**src/rtl/sfp_pkg.sv**
```systemverilog
package sfp_pkg;

    typedef enum logic [2:0] {
        ST_ARRAY  = 3'd0,
        ST_ARMED  = 3'd1,
        ST_CHECK  = 3'd2,
        ST_ABORT  = 3'd3,
        ST_LOAD   = 3'd4,
        ST_COMMIT = 3'd5,
        ST_PROG   = 3'd6
    } sfp_state_e;

    localparam logic [7:0] CMD_SETUP   = 8'h80;
    localparam logic [7:0] CMD_CONFIRM = 8'hD0;

    localparam int SR_FREE  = 0;
    localparam int SR_LOCK  = 1;
    localparam int SR_VOLT  = 3;
    localparam int SR_FAIL  = 4;
    localparam int SR_READY = 7;

endpackage

```
**src/rtl/sfp_wbuf.sv**
```systemverilog
module sfp_wbuf #(
    parameter int DATA_W = 16,
    parameter int DEPTH  = 32,
    localparam int IDX_W = $clog2(DEPTH)
) (
    input  logic              clk,
    input  logic              we,
    input  logic [IDX_W-1:0]  widx,
    input  logic [DATA_W-1:0] wdata,
    input  logic [IDX_W-1:0]  ridx,
    output logic [DATA_W-1:0] rdata
);

    logic [DATA_W-1:0] mem [DEPTH];

    always_ff @(posedge clk) begin
        if (we) begin
            mem[widx] <= wdata;
        end
    end

    assign rdata = mem[ridx];

endmodule

```
**src/rtl/sfp_addr_ctr.sv**
```systemverilog
module sfp_addr_ctr #(
    parameter int OFF_W = 16
) (
    input  logic             clk,
    input  logic             rst_n,
    input  logic             load,
    input  logic [OFF_W-1:0] load_val,
    input  logic             inc,
    output logic [OFF_W-1:0] off
);

    logic [OFF_W-1:0] off_q;

    // Counter width equals the block offset width, so the wrap is implicit.
    always_ff @(posedge clk) begin
        if (!rst_n) begin
            off_q <= '0;
        end else if (load) begin
            off_q <= load_val;
        end else if (inc) begin
            off_q <= off_q + 1'b1;
        end
    end

    assign off = off_q;

endmodule

```
**src/rtl/sfp_fsm.sv**
```systemverilog
module sfp_fsm
    import sfp_pkg::*;
#(
    parameter int ADDR_W    = 22,
    parameter int BUF_WORDS = 32,
    parameter int CHK_CYC   = 8,
    parameter int PROG_CYC  = 16,
    localparam int IDX_W    = $clog2(BUF_WORDS),
    localparam int TMR_MAX  = (CHK_CYC > PROG_CYC) ? CHK_CYC : PROG_CYC,
    localparam int TMR_W    = $clog2(TMR_MAX + 1)
) (
    input  logic              clk,
    input  logic              rst_n,
    input  logic              bus_we,
    input  logic [ADDR_W-1:0] bus_addr,
    input  logic [7:0]        cmd,
    input  logic              blk_locked,
    input  logic              vpp_ok,
    output logic [ADDR_W-1:0] fix_addr,
    output logic [7:0]        sr,
    output logic              rd_status,
    output logic              buf_we,
    output logic [IDX_W-1:0]  buf_widx,
    output logic [IDX_W-1:0]  buf_ridx,
    output logic              ctr_load,
    output logic              arr_we
);

    sfp_state_e        state_q, state_d;
    logic [ADDR_W-1:0] fix_q;
    logic [TMR_W-1:0]  tmr_q;
    logic [IDX_W-1:0]  ld_idx_q;
    logic [IDX_W-1:0]  wr_idx_q;
    logic              err_lock_q, err_volt_q, err_fail_q;

    logic addr_same, misalign, chk_fail, chk_done, prog_done;
    logic setup_hit, last_load, last_wr;

    assign addr_same = (bus_addr == fix_q);
    assign misalign  = |fix_q[IDX_W-1:0];
    assign chk_fail  = blk_locked | ~vpp_ok | misalign;
    assign chk_done  = (tmr_q == TMR_W'(CHK_CYC - 1));
    assign prog_done = (tmr_q == TMR_W'(PROG_CYC - 1));
    assign setup_hit = (state_q == ST_ARRAY) && bus_we && (cmd == CMD_SETUP);
    assign last_load = (ld_idx_q == IDX_W'(BUF_WORDS - 1));
    assign last_wr   = (wr_idx_q == IDX_W'(BUF_WORDS - 1));

    // Next-state logic
    always_comb begin
        state_d = state_q;
        unique case (state_q)
            ST_ARRAY: begin
                if (setup_hit) state_d = ST_ARMED;
            end
            ST_ARMED: begin
                if (bus_we) begin
                    state_d = (cmd == CMD_CONFIRM && addr_same) ? ST_CHECK : ST_ARRAY;
                end
            end
            ST_CHECK: begin
                if (chk_done) state_d = chk_fail ? ST_ABORT : ST_LOAD;
            end
            ST_ABORT: begin
                if (bus_we) state_d = ST_ARRAY;
            end
            ST_LOAD: begin
                if (bus_we) begin
                    if (!addr_same)     state_d = ST_ARRAY;
                    else if (last_load) state_d = ST_COMMIT;
                end
            end
            ST_COMMIT: begin
                if (last_wr) state_d = ST_PROG;
            end
            ST_PROG: begin
                if (prog_done) state_d = ST_LOAD;
            end
            default: state_d = ST_ARRAY;
        endcase
    end

    // State register
    always_ff @(posedge clk) begin
        if (!rst_n) begin
            state_q <= ST_ARRAY;
        end else begin
            state_q <= state_d;
        end
    end

    // Datapath registers: fixed address, timers, indices, error flags
    always_ff @(posedge clk) begin
        if (!rst_n) begin
            fix_q      <= '0;
            tmr_q      <= '0;
            ld_idx_q   <= '0;
            wr_idx_q   <= '0;
            err_lock_q <= 1'b0;
            err_volt_q <= 1'b0;
            err_fail_q <= 1'b0;
        end else begin
            if (setup_hit) begin
                fix_q      <= bus_addr;
                err_lock_q <= 1'b0;
                err_volt_q <= 1'b0;
                err_fail_q <= 1'b0;
            end
            if (state_q == ST_CHECK && chk_done) begin
                err_lock_q <= blk_locked;
                err_volt_q <= ~vpp_ok;
                err_fail_q <= chk_fail;
            end

            if (state_q != state_d) begin
                tmr_q <= '0;
            end else if (state_q == ST_CHECK || state_q == ST_PROG) begin
                tmr_q <= tmr_q + 1'b1;
            end

            if (state_q != ST_LOAD) begin
                ld_idx_q <= '0;
            end else if (bus_we && addr_same) begin
                ld_idx_q <= ld_idx_q + 1'b1;
            end

            if (state_q == ST_COMMIT) begin
                wr_idx_q <= wr_idx_q + 1'b1;
            end else begin
                wr_idx_q <= '0;
            end
        end
    end

    // Outputs
    always_comb begin
        sr           = '0;
        sr[SR_READY] = (state_q == ST_ARRAY) || (state_q == ST_ARMED) || (state_q == ST_ABORT);
        sr[SR_FAIL]  = err_fail_q;
        sr[SR_VOLT]  = err_volt_q;
        sr[SR_LOCK]  = err_lock_q;
        sr[SR_FREE]  = (state_q == ST_LOAD);
        rd_status    = (state_q != ST_ARRAY);
        buf_we       = (state_q == ST_LOAD) && bus_we && addr_same;
        buf_widx     = ld_idx_q;
        buf_ridx     = wr_idx_q;
        ctr_load     = (state_q == ST_CHECK);
        arr_we       = (state_q == ST_COMMIT);
        fix_addr     = fix_q;
    end

endmodule

```
**src/rtl/sfp_ctrl.sv**
```systemverilog
module sfp_ctrl #(
    parameter int ADDR_W    = 22,
    parameter int DATA_W    = 16,
    parameter int BLK_WORDS = 65536,
    parameter int BUF_WORDS = 32,
    parameter int CHK_CYC   = 8,
    parameter int PROG_CYC  = 16,
    localparam int OFF_W    = $clog2(BLK_WORDS),
    localparam int IDX_W    = $clog2(BUF_WORDS)
) (
    input  logic              clk,
    input  logic              rst_n,
    input  logic              bus_we,
    input  logic [ADDR_W-1:0] bus_addr,
    input  logic [DATA_W-1:0] bus_wdata,
    output logic [DATA_W-1:0] bus_rdata,
    input  logic              blk_locked,
    input  logic              vpp_ok,
    output logic              arr_we,
    output logic [ADDR_W-1:0] arr_addr,
    output logic [DATA_W-1:0] arr_wdata,
    input  logic [DATA_W-1:0] arr_rdata
);

    logic [ADDR_W-1:0] fix_addr;
    logic [7:0]        sr;
    logic              rd_status;
    logic              buf_we;
    logic [IDX_W-1:0]  buf_widx, buf_ridx;
    logic              ctr_load;
    logic [OFF_W-1:0]  off;

    sfp_fsm #(
        .ADDR_W   (ADDR_W),
        .BUF_WORDS(BUF_WORDS),
        .CHK_CYC  (CHK_CYC),
        .PROG_CYC (PROG_CYC)
    ) u_fsm (
        .clk       (clk),
        .rst_n     (rst_n),
        .bus_we    (bus_we),
        .bus_addr  (bus_addr),
        .cmd       (bus_wdata[7:0]),
        .blk_locked(blk_locked),
        .vpp_ok    (vpp_ok),
        .fix_addr  (fix_addr),
        .sr        (sr),
        .rd_status (rd_status),
        .buf_we    (buf_we),
        .buf_widx  (buf_widx),
        .buf_ridx  (buf_ridx),
        .ctr_load  (ctr_load),
        .arr_we    (arr_we)
    );

    sfp_wbuf #(
        .DATA_W(DATA_W),
        .DEPTH (BUF_WORDS)
    ) u_wbuf (
        .clk  (clk),
        .we   (buf_we),
        .widx (buf_widx),
        .wdata(bus_wdata),
        .ridx (buf_ridx),
        .rdata(arr_wdata)
    );

    sfp_addr_ctr #(
        .OFF_W(OFF_W)
    ) u_ctr (
        .clk     (clk),
        .rst_n   (rst_n),
        .load    (ctr_load),
        .load_val(fix_addr[OFF_W-1:0]),
        .inc     (arr_we),
        .off     (off)
    );

    assign arr_addr  = arr_we ? {fix_addr[ADDR_W-1:OFF_W], off} : bus_addr;
    assign bus_rdata = rd_status ? DATA_W'(sr) : arr_rdata;

endmodule

```
**config.mk**
```make
export PLATFORM = sky130hd
export DESIGN_NAME = sfp_ctrl
export DESIGN_NICKNAME = d
export VERILOG_FILES = /design/src/rtl/sfp_pkg.sv /design/src/rtl/sfp_wbuf.sv /design/src/rtl/sfp_addr_ctr.sv /design/src/rtl/sfp_fsm.sv /design/src/rtl/sfp_ctrl.sv
export SDC_FILE = /design/constraint.sdc
export NUM_CORES = 1
export LEC_CHECK = 0
export BUFFER_PORTS_ARGS = -buffer_cell sky130_fd_sc_hd__buf_2
export CAP_MARGIN = 20
export CORE_ASPECT_RATIO = 0.8
export CORE_UTILIZATION = 35
export DETAILED_ROUTE_END_ITERATION = 10
export GPL_ROUTABILITY_DRIVEN = 1
export PLACE_DENSITY_LB_ADDON = 0.1
export SLEW_MARGIN = 20
export SYNTH_ARGS = -nofsm -noshare
export SYNTH_HDL_FRONTEND = slang
export SYNTH_SLANG_ARGS = --single-unit
```
**constraint.sdc**
```tcl
create_clock -name clk -period 3.1 [get_ports clk]
set_input_delay 0.31 -clock clk [delete_from_list [all_inputs] [get_ports clk]]
set_output_delay 0.31 -clock clk [all_outputs]
set_load 0.01 [all_outputs]
```
* Word-level counts from Yosys, hierarchy flattened *
Memories as Yosys holds them, arrays and structs flattened. A register that Yosys moved wholly into a read port is not among the register bits.
Index checks and enable logic that the tools add are counted.

storage, ports and cells
  RAM bits = 512
  word-level logic and storage cells = 74
  bits in latches = 0
  input port bits = 59
  bits in read-only memories = 0
  memories = 1
  register bits = 59

operators by class
  multiply operators = 0
  divide/modulo/power cells = 0
  mux-type cells = 23
  add/subtract/negate cells = 4
  bitwise logic cells = 4
  equality and inequality tests = 15
  order comparisons = 0
  shifts and indexed selects = 0
  reduce and logical (&&, ||, !) cells = 18

memories
  name        words  width  read ports  clocked after memory_dff  write ports  RTL line        text
  u_wbuf.mem  32     16     1           1                         1            sfp_wbuf.sv:14  logic [DATA_W-1:0] mem [DEPTH];

operators with widths
  operator                                                                number
  16-bit two-way mux                                                      3
  3-bit two-way mux                                                       10
  22-bit equality test                                                    1
  22-bit two-way mux                                                      1
  3-bit case mux with 7 select lines                                      1
  16-bit by 1-bit adder with 16-bit output (second input constant)        1
  8-bit equality test (second input constant)                             2
  5-bit by 1-bit adder with 5-bit output (second input constant)          3
  5-bit equality test (second input constant)                             2
  3-bit equality test (second input constant)                             3
  1-bit logical AND                                                       7
  3-bit by 2-bit equality test with 1-bit output (second input constant)  2
  1-bit two-way mux                                                       6
  5-bit by 3-bit equality test with 1-bit output (second input constant)  1
  5-bit by 4-bit equality test with 1-bit output (second input constant)  1
  5-bit two-way mux                                                       1
  5-bit OR reduction                                                      1
  2-bit nonzero test                                                      2
  2-bit OR reduction                                                      2
  3-bit by 1-bit equality test with 1-bit output (second input constant)  1
  3-bit logical NOT                                                       1
  1-bit logical OR                                                        3
  3-bit != test                                                           1
  3-bit != test (second input constant)                                   1
  5 further kinds                                                         7

* Longest topological paths before layout *
Gate-level depths: netlist of run 1.

  depth in word-level cells = 8
  mapped depth = 10

* Modules after synthesis *
Synthesis of run 1 repeated with hierarchy kept, for this count alone.

second synthesis, totals
  cells, all modules = 1536
  area, all modules = 24015.5 um^2

by module, submodules not included
  module        area each (um^2)  cells an instance  instances
  sfp_wbuf      20215.6           1127               1
  sfp_fsm       2416.1            268                1
  sfp_addr_ctr  919.6             99                 1
  sfp_ctrl      464.2             42                 1

* Least setup slack after synthesis of run 1 *
Ideal clock, no wire load.

  kind = register to register
  from = register u_fsm.fix_q[1], in the netlist u_fsm.fix_addr[1]
  to = memory u_wbuf.mem[15][0], enable pin
  data arrival time = 2042 ps
  cell stages (with the launch flop) = 6
  buffers on the path = 0
  path slack = 669 ps
  path through = dfxtp_1 xnor2_1 nand3_1 nor4_2 nand4_1 nor2_1

between the ends
  cells in the longest elaborated chain, start to end = 4

ends and longest elaborated chain
  item                                     RTL line        text
  start: declaration                       sfp_fsm.sv:30   logic [ADDR_W-1:0] fix_q;
  start signal: assignment                 sfp_fsm.sv:103  fix_q <= bus_addr;
  22-bit equality test                     sfp_fsm.sv:39   assign addr_same = (bus_addr == fix_q);
  1-bit logical AND                        sfp_fsm.sv:143  buf_we = (state_q == ST_LOAD) && bus_we && addr_same;
  1-bit two-way mux                        sfp_wbuf.sv:17  if (we) begin
  1-bit two-way mux (implied by the code)  sfp_wbuf.sv:18  mem[widx] <= wdata;
  end: declaration                         sfp_wbuf.sv:14

Every way passes these cells.

==> key figures, run 1 <==
Global routing
  • Initial antenna violation count: 2
  • Global-route usage over all layers: 0.1938
  • Grt ovf: 0
  • Vias in the first global route: 13900
  • Global-route wire length before repair: 95950 um
  • Largest net degree at the start of global routing: 47

CTS
  • CTS Buf Count: 59
  • # H-tree levels: 2
  • Number of clock sinks: 571
  • CTS Buffer Depth: 3
  • Clock insertion delay at the later pin of the skew report: 630 ps
  • Clk slew on worst S/H paths: 60 ps
  • CTS root buffer: clkbuf_16
  • CTS tree: done

Placement
  • Placed insts: 2413
  • Placement Setup Slack: 318.5 ps
  • Dpl hpwl: 41330 um
  • Number of port buffers: 113
  • Area after DPL: 25720 um2
  • Routability Congestion: 0.7597

Synth
  • Post-Synth Adder-Cell Area: 0.005328
  • Post-synthesis cell area: 23490 um2
  • Mux share of post-synthesis cell area: 0.1387
  • Simple-gate share of the synthesized area: 0.06068
  • Ys Warns: 0
  • Synth Area in Compound Gates: 0.06052
  • Synth async-reset ratio: 0
  • Synth top area cells: edfxtp_1, mux4_2, dfxtp_1
  • XOR/XNOR Fraction of Synth Area: 0.01172
  • Synth Area per Inst: 16.69 um2
  • Post-synth EDFFs: 512
  • Post-synth cell types: 70
  • Top cell type by total area after synthesis: edfxtp_1
  • Top FF cell, synth: edfxtp_1
  • Flops & latches, synth: 571
  • Syn Nets: 1476
  • Largest family of logic cells by synthesized area: multiplexers
  • Post-synth top area share: 0.6547
  • Sequential-to-total area share from yosys stat: 0.7050
  • Synth Instances: 1407

Final layout
  • Final nets: 1733
  • Layout cell share with drive strength beyond 1: 0.3103
  • Fin area: 28470 um2
  • Area of the multi-input gates: 6869 um2
  • Post-route insts no fill: 2572
  • Fill cell count: 5937
  • Reg area: 16570 um2
  • Synthesis-to-finish area growth: 21.24%
  • Final core occ: 0.4314

Drt
  • DRC viols: 0
  • Via-to-Cell Ratio: 5.299
  • Total number of vias: 13630
  • Detailed Routing Iterations Pass 1: 5
  • Detailed Route WL: 65440 um
  • Routed len/inst: 25.44 um
  • Initial drt markers: 1177
  • Remaining antenna violation count: 0

Timing
  • Slew Viols, Final: 0
  • Clk_skew: 24.79 ps
  • Final Setup Violations: 0
  • Least-Margin Pin Slew: 823.0 ps
  • Final Hold Viols: 0
  • Slew headroom: 0.4479
  • FMAX: 0.3285 GHz
  • Worst Slack Setup Final: 55.54 ps
  • RSZ-0062 raised after global routing: true
  • Final Cycle Share: 0.9821
  • Min Tclk post-route: 3044 ps

Die
  • Core area: 66000 um2
  • Chip Width: 291.6 um
  • Die Ht: 233.7 um
  • Initial Utilization: 0.3558
  • IO Count: 114
  • Die area: 68150 um2
  • Row Count: 84

Status
  • Status: completed

Worst setup path
  • R2r setup slk: 300 ps
  • CP required: 2790 ps
  • Critical Path Source Type: flop
  • Crit Path Max Fanout: 12
  • Worst EP arrival: 2730 ps
  • Worst setup path class: flop to output pin
  • Crit end category: output pin

Min path
  • Hold/Removal Path Class: input pin to flop

Flow run
  • Max-cap violations: 0

Power and ir drop
  • Max IR drop VDD: 0.4416 mV
  • Static Leak: 9.179 nW
  • Overall Power: 15.61 mW
  • Pwr Density: 548.1 nW/um2
final cells by class:
class	count	share of cell area
repair buffers	277	0.07264
inverters	8	0.001186
flip-flops and latches	571	0.5820
diodes	1	0.00008788
multi-input cells	747	0.2412
well taps	860	0.03779
clock inverters	36	0.01147
clock buffers	72	0.05357
through the flow:
stage,hold WS (ps),TNS (ps)
global placement,474.0,0
global route,53.06,-223.7
finish,58.83,0
detailed placement,479.8,0
floorplan,408.9,0
CTS,20.79,-132.5
metal layers:
| layer | GRT usage | part of all wire | up-vias |
|---|---|---|---|
| met5 | 0 | 0 | - |
| met4 | 0.05230 | 0.020 | 0 |
| met3 | 0.03482 | 0.050 | 82 |
| met2 | 0.2963 | 0.45 | 341 |
| met1 | 0.2830 | 0.48 | 7043 |
| li1 | - | - | 6164 |
flip-flops by register name (all words and copies together) (netlist names), 3 cells and up:
register,count
u_fsm.state_q,3
u_fsm.fix_addr,22
u_wbuf.mem,512
u_fsm.tmr_q,5
u_ctr.off,16
u_fsm.buf_ridx,5
u_fsm.buf_widx,5
kinds of logic after synthesis:
group / count (synthesis)
flip-flops: 571
AND/OR/NAND/NOR: 286
multiplexers: 221
AO/OA/AOI/OAI: 202
buffers and inverters: 89
XOR/XNOR: 28
adder cells (fa/ha/maj): 10
cells in the mapped netlist (3+ instances only):
cell        n
xnor2_2     4
buf_2      21
o31ai_1    17
a22oi_1     3
xor2_1      4
a31oi_1    11
buf_1       4
edfxtp_1  512
nand4_1    21
ha_1       10
nand2_1    81
o22ai_1    16
and3_1      6
mux2_2     35
nor4_1      4
inv_1       7
mux4_2     80
buf_4       9
buf_6       4
dfxtp_1    59
o221ai_1   49
o21ai_0    22
o21ai_1     9
nor3_1      8
or3_1       3
nor2_1     86
and2_1     13
a221oi_1    3
nand3b_1    4
a21boi_0   16
xnor2_1    20
nand3_1    16
nor2b_1    19
a21oi_1    36
nor3b_1     6
mux2i_1   105
clkbuf_1   43
critical path, stage by stage (launching register included):
cell      delay [ps]
dfxtp_4          410
buf_12           180
buf_4            220
mux4_2           510
nor2b_1          180
o221ai_4         190
o31ai_1          100
buf_4            160
buf_2            140
final timing paths:
| check | startpoint | to | cells after the start |
|---|---|---|---|
| min reg2reg | u_fsm.err_lock_q | u_fsm.err_lock_q | 2 |
| max | u_fsm.buf_ridx[0] | arr_wdata[8] | 8 |
| max reg2reg | u_fsm.buf_ridx[0] | u_fsm.tmr_q[4] | 11 |
| min | rst_n | u_fsm.buf_ridx[4] | 2 |
power breakdown:
part	internal [mW]	switching, mW
clock	3.91	3.00
combinational	0.101	0.227
sequential	8.37	0.000418
total	12.4	3.23
cells in the final DEF, fill, tap and decap left out, types with 6 or more instances in the layout:
| cell type | n |
|---|---|
| mux2_4 | 6 |
| nor2_2 | 24 |
| buf_4 | 116 |
| ha_1 | 10 |
| a31oi_1 | 11 |
| dfxtp_1 | 54 |
| o21ai_0 | 18 |
| o221ai_2 | 13 |
| a21boi_0 | 14 |
| clkbuf_1 | 13 |
| o21ai_1 | 12 |
| dlygate4sd3_1 | 25 |
| buf_12 | 8 |
| mux2_2 | 29 |
| and3_1 | 6 |
| xnor2_1 | 20 |
| nand2_1 | 80 |
| o31ai_1 | 7 |
| o31ai_2 | 10 |
| nor2_1 | 62 |
| nand4_1 | 21 |
| and2_1 | 13 |
| o221ai_1 | 29 |
| a21oi_1 | 35 |
| nand3_1 | 16 |
| nor3b_1 | 6 |
| inv_1 | 6 |
| clkbuf_16 | 59 |
| buf_6 | 9 |
| clkinv_2 | 11 |
| edfxtp_1 | 512 |
| nor2b_1 | 17 |
| o22ai_1 | 16 |
| clkinv_1 | 17 |
| nor3_1 | 8 |
| mux2i_1 | 105 |
| mux4_2 | 80 |
| o221ai_4 | 7 |
| buf_2 | 113 |
repair_timing:
| item | in CTS | in global routing |
|---|---|---|
| hold buffers | 25 | 0 |
| endpoints found under the setup margin | 16 | 26 |
| gates resized for setup | 50 | 29 |
| gates cloned | 1 | 0 |
| setup buffers | 15 | 9 |
| endpoints found under the hold margin | 25 | 0 |
| pin swaps | 3 | 4 |
Note: power is estimated with default switching activity, not from simulation.
==> run 2, diff against run 1 <==
- CORE_UTILIZATION: 35 -> 40
- clock period: 3.1 -> 3.7 ns (I/O delays scaled with it)
==> key figures, run 2 (same netlist as run 1, synthesis figures left out) <==
Status
  • Status: completed (unchanged)

Min path
  • Hold/Removal Path Class: input pin to flop (unchanged)
  • Worst Hold Path EP: u_fsm.fix_addr[21] (was u_fsm.buf_ridx[4])
  • Hold path startpoint: bus_addr[21] (was rst_n)
  • Hold Path Depth: 3 (was 2)

CTS
  • CTS root buffer: clkbuf_16 (unchanged)
  • # H-tree levels: 2 (unchanged)
  • Postcts setup bufs: 0 (was 15)
  • CTS tree: done (unchanged)
  • Clock insertion delay at the later pin of the skew report: 630 ps (about the same)
  • CTS Buf Count: 57 (was 59)
  • Number of clock sinks: 571 (unchanged)
  • Clk slew on worst S/H paths: 60 ps (about the same)
  • CTS Buffer Depth: 3 (unchanged)

Drt
  • Initial drt markers: 1076 (was 1177)
  • Detailed Routing Iterations Pass 1: 5 (unchanged)
  • Routed len/inst: 24.58 um (was 25.44 um)
  • Remaining antenna violation count: 0 (unchanged)
  • Via-to-Cell Ratio: 5.501 (was 5.299)
  • Total number of vias: 13150 (was 13630)
  • DRC viols: 0 (unchanged)
  • Detailed Route WL: 58770 um (was 65440 um)

Power and ir drop
  • Pwr Density: 473.8 nW/um2 (was 548.1 nW/um2)
  • Max IR drop VDD: 0.3597 mV (was 0.4416 mV)
  • Static Leak: 8.621 nW (was 9.179 nW)

Global routing
  • GR peak layer: met2 (unchanged)
  • Largest net degree at the start of global routing: 51 (was 47)
  • Global-route wire length before repair: 86710 um (was 95950 um)
  • Global routing usage on met2: 0.3066 (was 0.2963)
  • Met1 Use GR: 0.3013 (was 0.2830)
  • Vias in the first global route: 12950 (was 13900)
  • Initial antenna violation count: 1 (was 2)
  • Global-route usage over all layers: 0.1998 (was 0.1938)
  • Grt ovf: 0 (unchanged)
  • Global routing usage on met3: 0.02835 (was 0.03482)

Timing
  • Setup_tns: 0 ps (unchanged)
  • Min Tclk post-route: 3539 ps
  • Clk_skew: 21.88 ps (was 24.79 ps)
  • Final Hold Viols: 0 (unchanged)
  • Final Cycle Share: 0.9565
  • Slew Viols, Final: 0 (unchanged)
  • Final Setup Violations: 0 (unchanged)
  • Worst Slack Setup Final: 160.8 ps (was 55.54 ps)
  • FMAX: 0.2825 GHz
  • RSZ-0062 raised after global routing: false (was true)
  • Least-Margin Pin Slew: 928.4 ps (was 823.0 ps)
  • Slew headroom: 0.3802 (was 0.4479)

Worst setup path
  • Worst setup path class: flop to output pin (unchanged)
  • Crit Path Max Fanout: 35 (was 12)
  • Crit end category: output pin (unchanged)
  • Reg2reg start: u_fsm.fix_addr[4] (was u_fsm.buf_ridx[0])
  • R2r setup slk: 820 ps (was 300 ps)
  • Critical Path Source: u_fsm.buf_ridx[1] (was u_fsm.buf_ridx[0])
  • CP required: 3330 ps (was 2790 ps)
  • Critical Path Source Type: flop (unchanged)
  • FF-to-FF path depth: 6 (was 11)
  • Worst R2R End: u_wbuf.mem[8][1] (was u_fsm.tmr_q[4])
  • Worst EP arrival: 3170 ps (was 2730 ps)

Flow run
  • Max-cap violations: 0 (unchanged)

Final layout
  • Most frequent cells in the layout: edfxtp_1, buf_2, mux2i_1 (was edfxtp_1, buf_4, buf_2)
  • Max reg flops: 512 (unchanged)
  • Fill cell count: 5096 (was 5937)
  • Final nets: 1642 (was 1733)
  • Top reg by flops: u_wbuf.mem (unchanged)
  • Post-route insts no fill: 2391 (was 2572)
  • Commonest non-fill, non-tap cell in the layout: edfxtp_1 (unchanged)
  • Layout cell share with drive strength beyond 1: 0.2640 (was 0.3103)
  • Synthesis-to-finish area growth: 15.55% (was 21.24%)

Die
  • Initial Utilization: 0.4041 (was 0.3558)
  • Core area: 58120 um2 (was 66000 um2)
  • Die Ht: 218.7 um (was 233.7 um)
  • Row Count: 79 (was 84)
  • Die area: 59690 um2 (was 68150 um2)
  • Chip Width: 272.9 um (was 291.6 um)
  • IO Count: 114 (unchanged)

Placement
  • Placed insts: 2280 (was 2413)
  • Routability Congestion: 0.7790 (was 0.7597)
  • Number of port buffers: 113 (unchanged)
  • Dpl hpwl: 36570 um (was 41330 um)
  • Placement Setup Slack: 664.1 ps (was 318.5 ps)
run 2: how the worst max path moves through the flow:
| stage | slack [ps] | to | cells after the start |
|---|---|---|---|
| after floorplan | 1240 | u_wbuf.mem[15][0] | 5 |
| after global placement | 680 | u_wbuf.mem[8][13] | 7 |
| after detailed placement | 660 | u_wbuf.mem[8][13] | 7 |
| after CTS | 70 | arr_wdata[9] | 6 |
| after global routing | 40 | arr_wdata[9] | 6 |
| final | 160 | arr_wdata[9] | 6 |
run 2: layout make-up:
cell class / instances / area [um2] / share of cell area
sequential: 571 / 16570 / 0.6105
multi-input combinational: 747 / 6568 / 0.2420
clock buffer: 73 / 1508 / 0.05556
timing repair buffer: 188 / 1215 / 0.04477
tap: 769 / 962.2 / 0.03546
clock inverter: 34 / 285.3 / 0.01051
inverter: 8 / 30.03 / 0.001107
antenna: 1 / 2.502 / 0.00009222
run 2: routing by layer:
layer  vias up  part of all wire
met3        68             0.046
li1       5964                 -
met1      6777              0.49
met5         -                 0
met2       343              0.45
met4         0             0.014
run 2: stage by stage:
stage          hold slack, ps  cell area (um2)  utilization  power, mW
3_5_place_dp            475.4            25310       0.4354      7.395
4_1_cts                 1.597            27130       0.4668      13.00
2_1_floorplan           445.4            23490            -      7.216
3_3_place_gp            470.7            25310       0.4354      7.392
5_1_grt                 32.77            27130       0.4668      13.25
6_report                29.03            27140       0.4669      12.86
run 2: critical path, cell delays in order, from the launching register on:
cell and delay [ps]:
dfxtp_4 710, buf_4 300, mux4_2 300, mux2_2 310, o221ai_1 410, o31ai_1 250
buf_2 220
run 2: repair_timing:
item	CTS	global route
gates resized for setup	0	1
endpoints found under the hold margin	3	0
hold buffers	3	0
endpoints found under the setup margin	0	1
run 2: where the power goes:
group / switching (mW) / total [mW] / leakage, nW / internal [mW]
Combinational: 0.176 / 0.244 / 2.66 / 0.0681
Sequential: 0.000381 / 7.01 / 5.08 / 7.01
Clock: 2.44 / 5.60 / 0.887 / 3.16
Total: 2.62 / 12.9 / 8.62 / 10.2
==> run 3, diff against run 2 <==
- GPL_ROUTABILITY_DRIVEN: 1 -> 0
- SYNTH_HIERARCHICAL: default -> 1
==> key figures, run 3 <==
Status
  • Status: completed (unchanged)

Die
  • IO Count: 114 (unchanged)
  • Initial Utilization: 0.4090 (was 0.4041)
  • Row Count: 79 (unchanged)
  • Die Ht: 221.2 um (was 218.7 um)
  • Die area: 61030 um2 (was 59690 um2)
  • Core area: 58710 um2 (was 58120 um2)
  • Chip Width: 276.0 um (was 272.9 um)

Synth
  • Sequential-to-total area share from yosys stat: 0.6894 (was 0.7050)
  • Synth Area per Inst: 15.64 um2 (was 16.69 um2)
  • Top post-synthesis cells by count: edfxtp_1, mux2i_1, nand2_1, a22oi_1, dfxtp_1 (was edfxtp_1, mux2i_1, nor2_1, nand2_1, mux4_2)
  • Post-synth EDFFs: 512 (unchanged)
  • Top cell type by total area after synthesis: edfxtp_1 (unchanged)
  • Synth top area cells: edfxtp_1, mux2i_1, dfxtp_1 (was edfxtp_1, mux4_2, dfxtp_1)
  • Synth Instances: 1536 (was 1407)
  • Ys Warns: 6 (was 0)
  • Post-synth cell types: 59 (was 70)
  • Flops & latches, synth: 571 (unchanged)
  • Top FF cell, synth: edfxtp_1 (unchanged)
  • Most frequent cell after synthesis: edfxtp_1 (unchanged)
  • Post-synth top area share: 0.6402 (was 0.6547)
  • Synth async-reset ratio: 0 (unchanged)
  • Post-synthesis cell area: 24020 um2 (was 23490 um2)

Drt
  • Initial drt markers: 1115 (was 1076)
  • Remaining antenna violation count: 0 (unchanged)
  • Detailed Routing Iterations Pass 1: 5 (unchanged)
  • Total number of vias: 13520 (was 13150)
  • Detailed Route WL: 59970 um (was 58770 um)
  • Routed len/inst: 23.91 um (was 24.58 um)
  • Via-to-Cell Ratio: 5.390 (was 5.501)
  • DRC viols: 0 (unchanged)

Worst setup path
  • FF-to-FF path depth: 7 (was 6)
  • Crit-path cells: and2_2 -> buf_4 -> a22oi_1 -> nand4_1 -> nand3_1 -> buf_2 (was buf_4 -> mux4_2 -> mux2_2 -> o221ai_1 -> o31ai_1 -> buf_2)
  • Critical Path Source: u_fsm/buf_ridx[2] (was u_fsm.buf_ridx[1])
  • Worst R2R End: u_wbuf/mem[19][7] (was u_wbuf.mem[8][1])
  • CP Capture Point: arr_wdata[7] (was arr_wdata[9])
  • CP peak stage delay: 720 ps (was 710 ps)
  • Crit end category: output pin (unchanged)
  • Crit Path Max Fanout: 29 (was 35)
  • Critical Path Source Type: flop (unchanged)
  • Worst EP arrival: 3070 ps (was 3170 ps)
  • CP required: 3330 ps (about the same)
  • Reg2reg start: u_fsm/fix_addr[2] (was u_fsm.fix_addr[4])
  • Slowest CP cell: and2_2 (was dfxtp_4)
  • R2r setup slk: 650 ps (was 820 ps)
  • Worst setup path class: flop to output pin (unchanged)

CTS
  • # H-tree levels: 2 (unchanged)
  • Clk slew on worst S/H paths: 60 ps (about the same)
  • CTS Buffer Depth: 3 (unchanged)
  • Number of clock sinks: 571 (unchanged)
  • Resized cells post-CTS: 0 (unchanged)
  • # hold bufs at CTS: 5 (was 3)
  • CTS Buf Count: 58 (was 57)
  • Postcts setup bufs: 0 (unchanged)
  • Clock insertion delay at the later pin of the skew report: 610 ps (was 630 ps)
  • CTS tree: done (unchanged)
  • CTS root buffer: clkbuf_16 (unchanged)

Placement
  • Number of port buffers: 113 (unchanged)
  • Placed insts: 2394 (was 2280)
  • Dpl hpwl: 38030 um (was 36570 um)

Timing
  • Clk_skew: 14.83 ps (was 21.88 ps)
  • RSZ-0062 raised after global routing: false (unchanged)
  • Min Tclk post-route: 3436 ps (was 3539 ps)
  • Final Setup Violations: 0 (unchanged)
  • Setup_tns: 0 ps (unchanged)
  • FMAX: 0.2911 GHz (was 0.2825 GHz)
  • Slew headroom: 0.3517 (was 0.3802)
  • Slew Viols, Final: 0 (unchanged)
  • Least-Margin Pin Slew: 972.4 ps (was 928.4 ps)
  • Final Hold Viols: 0 (unchanged)
  • Worst hold margin: 41.56 ps (was 29.03 ps)
  • Final Cycle Share: 0.9286 (was 0.9565)

Final layout
  • Max reg flops: 512 (unchanged)
  • Top reg by flops: u_wbuf/mem (was u_wbuf.mem)
  • Final nets: 1756 (was 1642)
  • Commonest non-fill, non-tap cell in the layout: edfxtp_1 (unchanged)
  • Layout cell share with drive strength beyond 1: 0.2055 (was 0.2640)
  • Post-route insts no fill: 2508 (was 2391)
  • Fill cell count: 5197 (was 5096)
  • Synthesis-to-finish area growth: 13.56% (was 15.55%)
  • Final core occ: 0.4645 (was 0.4669)
  • Most frequent cells in the layout: edfxtp_1, mux2i_1, buf_2 (was edfxtp_1, buf_2, mux2i_1)

Global routing
  • Global-route usage over all layers: 0.1952 (was 0.1998)
  • Grt ovf: 0 (unchanged)
  • Initial antenna violation count: 2 (was 1)
  • Vias in the first global route: 13240 (was 12950)
  • Global-route wire length before repair: 87330 um (was 86710 um)
  • Largest net degree at the start of global routing: 50 (was 51)

Min path
  • Hold/Removal Path Class: input pin to flop (unchanged)

Power and ir drop
  • Static Leak: 8.552 nW (was 8.621 nW)
  • Max IR drop VDD: 0.3241 mV (was 0.3597 mV)
  • Pwr Density: 463.9 nW/um2 (was 473.8 nW/um2)
  • Overall Power: 12.65 mW (was 12.86 mW)

Flow run
  • Max-cap violations: 0 (unchanged)
[run 3: kinds of logic (layout without fill, tap and decap cells)]
kind of cell	after synthesis	count (layout)	synth area share
xor+xnor	42	42	0.01532
compound gates	208	208	0.06288
mux	293	293	0.1240
fa+ha+maj	7	7	0.003647
flops	571	571	0.6894
buf+inv	104	303	0.03235
simple gates	310	310	0.07226
other cells	1	5	0.0001561
[run 3: cell type report]
cell class	instances	area, um2	share of cell area
clock buffer	69	1493	0.05473
timing repair buffer	188	1266	0.04643
inverter	8	30.03	0.001101
sequential	571	16560	0.6072
clock inverter	38	229.0	0.008396
antenna	2	5.005	0.0001835
tap	769	962.2	0.03528
multi-input combinational	863	6726	0.2467
[run 3: worst min-delay path by stage]
stage / startpoint / endpoint / slack, ps / depth (start not counted)
5_1_grt: bus_addr[1] / u_fsm/fix_addr[1] / 10 / 3
6_report: bus_addr[1] / u_fsm/fix_addr[1] / 40 / 3
3_3_place_gp: u_fsm/fix_addr[16] / u_fsm/fix_addr[16] / 470 / 2
3_5_place_dp: u_fsm/fix_addr[5] / u_fsm/fix_addr[5] / 480 / 2
4_1_cts: bus_addr[1] / u_fsm/fix_addr[1] / 3 / 3
2_1_floorplan: u_fsm/buf_ridx[0] / u_fsm/buf_ridx[0] / 430 / 1
[run 3: power breakdown]
part	leakage (nW)	total, mW	switching [mW]	internal (mW)
Sequential	5.08	7.02	0.000345	7.02
Combinational	2.63	0.263	0.186	0.0771
Clock	0.845	5.37	2.38	2.99
Total	8.55	12.6	2.56	10.1
[run 3: critical path, delay by kind of cell, from the launching register on]
kind / cells / cell delay (ps)
buffers and inverters: 2 / 580
AOI/OAI and AO/OA: 1 / 160
DFF: 1 / 520
and+or+nand+nor: 3 / 1180
[run 3: per-layer routing]
layer / track usage / routed length, um / vias up
li1: - / - / 6262
met1: 0.3025 / 30160 / 6914
met2: 0.2898 / 26540 / 284
met3: 0.02615 / 2373 / 58
met4: 0.04272 / 897 / 0
met5: 0 / 0 / -
[run 3: metrics by stage]
step                      instance area [um2]  setup WS [ps]
after floorplan                         24020          602.2
after global placement                  25490          632.2
after detailed placement                25490          560.6
after CTS                               27270          257.2
after global routing                    27270          134.5
final                                   27270          264.2
